$ cat src/rtl/vc_pkg.sv
package vc_pkg;
  typedef enum logic [1:0] {
    WIN_60   = 2'd0,
    WIN_50   = 2'd1,
    WIN_SRCH = 2'd2
  } win_e;

  localparam logic [1:0] MODE_AUTO60  = 2'b00;
  localparam logic [1:0] MODE_FORCE60 = 2'b01;
  localparam logic [1:0] MODE_HOLD    = 2'b10;
  localparam logic [1:0] MODE_AUTO50  = 2'b11;
endpackage

$ cat src/rtl/vc_window_sel.sv
module vc_window_sel
  import vc_pkg::*;
#(
  parameter int CW     = 10,
  parameter int W50_LO = 306,
  parameter int W50_HI = 318,
  parameter int W60_LO = 256,
  parameter int W60_HI = 268,
  parameter int WS_LO  = 240,
  parameter int WS_HI  = 330
) (
  input  logic [1:0]    field_mode,
  input  logic          line_locked,
  input  logic          search_force,
  input  logic          det_valid,
  input  logic          det_50,
  output logic [CW-1:0] win_lo,
  output logic [CW-1:0] win_hi
);
  win_e win;
  win_e det_win;

  assign det_win = det_valid ? (det_50 ? WIN_50 : WIN_60) : WIN_SRCH;

  always_comb begin
    if (search_force) begin
      win = WIN_SRCH;
    end else begin
      case (field_mode)
        MODE_FORCE60: win = WIN_60;
        MODE_HOLD:    win = det_win;
        MODE_AUTO50:  win = line_locked ? det_win : WIN_50;
        default:      win = line_locked ? det_win : WIN_60;
      endcase
    end
  end

  always_comb begin
    case (win)
      WIN_50: begin
        win_lo = CW'(W50_LO);
        win_hi = CW'(W50_HI);
      end
      WIN_60: begin
        win_lo = CW'(W60_LO);
        win_hi = CW'(W60_HI);
      end
      default: begin
        win_lo = CW'(WS_LO);
        win_hi = CW'(WS_HI);
      end
    endcase
  end
endmodule

$ cat src/rtl/vc_line_counter.sv
module vc_line_counter #(
  parameter int CW = 10
) (
  input  logic          clk,
  input  logic          rst,
  input  logic          line_pulse,
  input  logic          vsync_in,
  input  logic [CW-1:0] win_lo,
  input  logic [CW-1:0] win_hi,
  output logic [CW-1:0] cnt,
  output logic          accept,
  output logic          flywheel,
  output logic          vpulse
);
  logic in_win;
  logic fire;

  assign in_win   = (cnt >= win_lo) && (cnt <= win_hi);
  assign accept   = vsync_in && in_win;
  assign flywheel = line_pulse && (cnt >= win_hi) && !accept;
  assign fire     = accept || flywheel;

  always_ff @(posedge clk) begin
    if (rst) begin
      cnt    <= '0;
      vpulse <= 1'b0;
    end else begin
      vpulse <= fire;
      if (fire) begin
        cnt <= '0;
      end else if (line_pulse) begin
        cnt <= cnt + 1'b1;
      end
    end
  end
endmodule

$ cat src/rtl/vc_std_detect.sv
module vc_std_detect #(
  parameter int CW     = 10,
  parameter int W50_LO = 306,
  parameter int W50_HI = 318,
  parameter int W60_LO = 256,
  parameter int W60_HI = 268,
  parameter int RUN    = 3
) (
  input  logic          clk,
  input  logic          rst,
  input  logic          accept,
  input  logic          flywheel,
  input  logic [CW-1:0] cnt,
  input  logic          freeze,
  output logic          det_valid,
  output logic          det_50
);
  localparam int RW = $clog2(RUN + 1);
  localparam logic [RW-1:0] RUN_C  = RW'(RUN);
  localparam logic [RW-1:0] LAST_C = RW'(RUN - 1);

  logic          in50;
  logic          in60;
  logic          cand50;
  logic [RW-1:0] streak;

  assign in50 = (cnt >= CW'(W50_LO)) && (cnt <= CW'(W50_HI));
  assign in60 = (cnt >= CW'(W60_LO)) && (cnt <= CW'(W60_HI));

  always_ff @(posedge clk) begin
    if (rst) begin
      streak    <= '0;
      cand50    <= 1'b0;
      det_valid <= 1'b0;
      det_50    <= 1'b0;
    end else if (!freeze) begin
      if (accept && (in50 || in60)) begin
        if ((streak != '0) && (cand50 == in50)) begin
          if (streak < RUN_C) begin
            streak <= streak + 1'b1;
          end
          if (streak == LAST_C) begin
            det_valid <= 1'b1;
            det_50    <= cand50;
          end
        end else begin
          cand50 <= in50;
          streak <= RW'(1);
        end
      end else if (accept || flywheel) begin
        streak <= '0;
      end
    end
  end
endmodule

$ cat src/rtl/vert_countdown.sv
module vert_countdown
  import vc_pkg::*;
#(
  parameter int CW     = 10,
  parameter int W50_LO = 306,
  parameter int W50_HI = 318,
  parameter int W60_LO = 256,
  parameter int W60_HI = 268,
  parameter int WS_LO  = 240,
  parameter int WS_HI  = 330,
  parameter int RUN    = 3
) (
  input  logic       clk,
  input  logic       rst,
  input  logic       line_pulse,
  input  logic       vsync_in,
  input  logic       line_locked,
  input  logic [1:0] field_mode,
  input  logic       search_force,
  output logic       vpulse_out,
  output logic       rate_50_out,
  output logic       std_valid_out
);
  logic [CW-1:0] win_lo;
  logic [CW-1:0] win_hi;
  logic [CW-1:0] cnt_q;
  logic          accept;
  logic          flywheel;
  logic          det_valid;
  logic          det_50;

  vc_window_sel #(
    .CW(CW), .W50_LO(W50_LO), .W50_HI(W50_HI),
    .W60_LO(W60_LO), .W60_HI(W60_HI), .WS_LO(WS_LO), .WS_HI(WS_HI)
  ) i_win (
    .field_mode  (field_mode),
    .line_locked (line_locked),
    .search_force(search_force),
    .det_valid   (det_valid),
    .det_50      (det_50),
    .win_lo      (win_lo),
    .win_hi      (win_hi)
  );

  vc_line_counter #(.CW(CW)) i_cnt (
    .clk       (clk),
    .rst       (rst),
    .line_pulse(line_pulse),
    .vsync_in  (vsync_in),
    .win_lo    (win_lo),
    .win_hi    (win_hi),
    .cnt       (cnt_q),
    .accept    (accept),
    .flywheel  (flywheel),
    .vpulse    (vpulse_out)
  );

  vc_std_detect #(
    .CW(CW), .W50_LO(W50_LO), .W50_HI(W50_HI),
    .W60_LO(W60_LO), .W60_HI(W60_HI), .RUN(RUN)
  ) i_det (
    .clk      (clk),
    .rst      (rst),
    .accept   (accept),
    .flywheel (flywheel),
    .cnt      (cnt_q),
    .freeze   (field_mode == MODE_HOLD),
    .det_valid(det_valid),
    .det_50   (det_50)
  );

  assign rate_50_out   = det_50;
  assign std_valid_out = det_valid;
endmodule

$ cat config.mk
export PLATFORM = sky130hd
export DESIGN_NAME = vert_countdown
export DESIGN_NICKNAME = d
export VERILOG_FILES = /design/src/rtl/vc_pkg.sv /design/src/rtl/vc_window_sel.sv /design/src/rtl/vc_line_counter.sv /design/src/rtl/vc_std_detect.sv /design/src/rtl/vert_countdown.sv
export SDC_FILE = /design/constraint.sdc
export NUM_CORES = 1
export LEC_CHECK = 0
export ABC_AREA = 1
export BUFFER_PORTS_ARGS = -buffer_cell sky130_fd_sc_hd__buf_2
export CAP_MARGIN = 20
export CORE_UTILIZATION = 25
export DETAILED_ROUTE_END_ITERATION = 6
export GPL_ROUTABILITY_DRIVEN = 1
export PLACE_DENSITY = 0.44
export SKIP_CTS_REPAIR_TIMING = 1
export SYNTH_ARGS = -nofsm -noshare
export SYNTH_HDL_FRONTEND = slang
export SYNTH_SLANG_ARGS = --single-unit
$ cat constraint.sdc
create_clock -name clk -period 6.3 [get_ports clk]
set_clock_uncertainty 0.15 [all_clocks]
set_input_delay 0 -clock clk [delete_from_list [all_inputs] [get_ports clk]]
set_output_delay 0 -clock clk [all_outputs]
set_load 0.02 [all_outputs]
==> results_dict.tcl <==
set metrics [dict create \
    status "completed" \
    hp-class "input pin to register" \
    routabilityCongestion 0.7860 \
    arrival_ns 2.51 \
    setup-tns-final_ns 0 \
    finalPower_uw 219.8 \
    ant_nets 0 \
    synth_area_leaders "dfxtp_1 (25%), nor2_1 (13%), ha_1 (13%)" \
    drv_cap 0 \
    cts_made_buffers 3 \
    path_class "register to register" \
    cts.root.buffer_cell "clkbuf_8" \
    rows 25 \
    cp-end-kind "register" \
    overflow 0 \
    clock-sinks 16 \
    die_height_microns 73.17 \
    drt_first_pass_iters 4 \
    period_minus_slack_ns 2.510 \
    grt_pass1_wl_mm 4.643 \
    clk_latency_ns 0.25 \
    synth_flop_cell "dfxtp_1" \
    drc 0 \
    die_area_sq_mm 0.005353 \
    clock_power_share_pct 41.8 \
    synthCells 191 \
    wire_per_inst_microns 9.796 \
    comb_power_share_pct 11.0 \
    vias_per_cell 4.197 \
    area_growth_pct 16.50 \
    layout.nets 229 \
    hold_viol_final 0 \
    dp_worst_setup_slack_ns 3.781 \
    drt-total-wl_mm 2.684 \
    async_flop_share_pct 0 \
    synth_top_area_share_pct 25.30 \
    grt_max_degree 11 \
    cts_buffer_depth 2 \
    grt_setup_unrepaired "false" \
    cts_tree "done" \
    drtIter0Drc 42 \
    p_seq_share_pct 47.1 \
    diodes 0 \
    ys_ff_latch 16 \
    synth_edf_count 0 \
    worst_setup_path_start_kind "register" \
    cellPowerDensity_mw_per_mm2 149.0 \
    path_max_fanout 5 \
    syn_avg_cell_area_sq_um 6.629 \
    h-tree-depth 1 \
    p_switching_uw 52.91 \
    place.detailed.hpwl_mm 2.226 \
    ios 11 \
    worst_slack_ns 3.790 \
    relSlewSlack_pct 69.95 \
    synth.top_cells.by_count "nor2_1 (44), nand2_1 (32), inv_1 (28), dfxtp_1 (16), ha_1 (13)" \
    tightest_slew_ns 0.4466 \
    fmax_mhz 398.4 \
    num_vias 1150 \
    core_area_sq_mm 0.004786 \
    start_util_pct 26.46 \
    finalMaxSlewViolations 0 \
    yosysMostFrequentCell "nor2_1" \
    fillers 523 \
    drive_above_1_share_pct 14.98 \
    synthDistinctLibCells 29 \
    ys_seq_area_share_pct 25.30 \
    worstPathRequired_ns 6.30 \
    p_leak_uw 0.0007216 \
    vdd_drop_max_uv 66.91 \
    grt_pass1_vias 1030 \
    internal_power_uw 166.9 \
    setup_viol 0 \
    clk_pin_slew_ns 0.07 \
    finalCritPeriodShare_pct 39.85 \
    grt_usage_pct 11.25 \
    antenna_found_initial 0 \
    switching_share_pct 24.07 \
    io_buffers 10 \
    syn-num-nets 212 \
    die_w_microns 73.17 \
    synth_top_area_cell "dfxtp_1" \
    yosysWarningCount 0 \
    syn_area_sq_mm 0.001266 \
]
-- metal layers --
layer  vias to the layer above  routed length, microns  global-route usage [%]
met4                         0                      33                   3.922
met5                         -                       0                       0
li1                        642                       -                       -
met1                       491                    1472                   16.22
met3                         4                      53                   1.381
met2                        13                    1126                   17.08
-- flip-flops by register name, summed over array words and instances (netlist names) --
register	count
i_det.streak	2
i_cnt.cnt	10
i_det.det_valid	1
i_det.cand50	1
i_cnt.vpulse	1
i_det.det_50	1
-- power groups by stage --
stage	Sequential, uW	Clock [uW]	Combinational (uW)
finish	104	92.0	24.2
global route	104	101	28.6
CTS	104	96.7	23.6
detailed placement	106	0	23.6
global placement	106	0	23.7
floorplan	106	0	16.2
-- path summary, 6_finish.rpt --
check,startpoint,end,slack (ns),cells past startpoint
worst max-delay path,i_det.det_valid$_SDFFE_PP0P_,i_det.cand50$_SDFFE_PP0P_,3.79,17
worst min register to register,i_det.det_valid$_SDFFE_PP0P_,i_det.det_valid$_SDFFE_PP0P_,0.37,2
worst min-delay path,vsync_in,i_cnt.vpulse$_SDFF_PP0_,0.02,5
worst max register to register,i_det.det_valid$_SDFFE_PP0P_,i_det.cand50$_SDFFE_PP0P_,3.79,17
-- worst max-delay path, cell delays in order (launching register included) --
cell       delay (ns)
dfxtp_1          0.38
nand2_1          0.08
nand2_2          0.08
nand3_2          0.11
inv_1            0.10
nor2_1           0.07
ha_1             0.29
nand2_1          0.08
o21ai_0          0.16
nand2_1          0.07
o2111ai_1        0.09
nor2_1           0.08
inv_1            0.09
nand4_2          0.17
nor3_1           0.23
nand2_1          0.08
nand2_1          0.06
nor2_1           0.04
-- final cells by class --
| class | count | area, sq um | share of cell area (%) |
|---|---|---|---|
| clock buffers | 4 | 55.05 | 3.732 |
| flip-flops and latches | 16 | 320.3 | 21.71 |
| inverters | 31 | 117.6 | 7.973 |
| well taps | 67 | 83.83 | 5.683 |
| multi-input cells | 144 | 828.3 | 56.15 |
| repair buffers | 12 | 70.07 | 4.750 |
-- stage by stage --
stage               hold WS [ns]  utilization [%]  instances  area [sq um]
floorplan               -0.07762                -        191          1266
global placement         0.06405            29.25        268          1400
detailed placement       0.06099            29.25        268          1400
CTS                      -0.2106            30.41        272          1455
global route             0.04164            30.82        274          1475
finish                   0.02248            30.82        274          1475
-- cell usage in the layout, fill, tap and decap left out, drive strengths merged, types with 3 or more instances in the layout --
cell	n
clkbuf	4
nand3	9
a21oi	9
buf	10
dfxtp	16
o21ai	4
ha	13
xor2	5
nand4	6
inv	30
nor3	4
nor3b	3
nand2	37
nor2	45
-- cell families (layout without fill, tap and decap cells) --
logic type	count (synthesis)	in the layout	share of synthesized area [%]
buffers and inverters	31	47	9.288
adder cells (fa/ha/maj)	13	13	12.85
AO/OA/AOI/OAI	14	14	6.126
AND/OR/NAND/NOR	111	111	42.29
XOR/XNOR	6	6	4.150
flip-flops	16	16	25.30
Power figures use the tool's default switching activity.
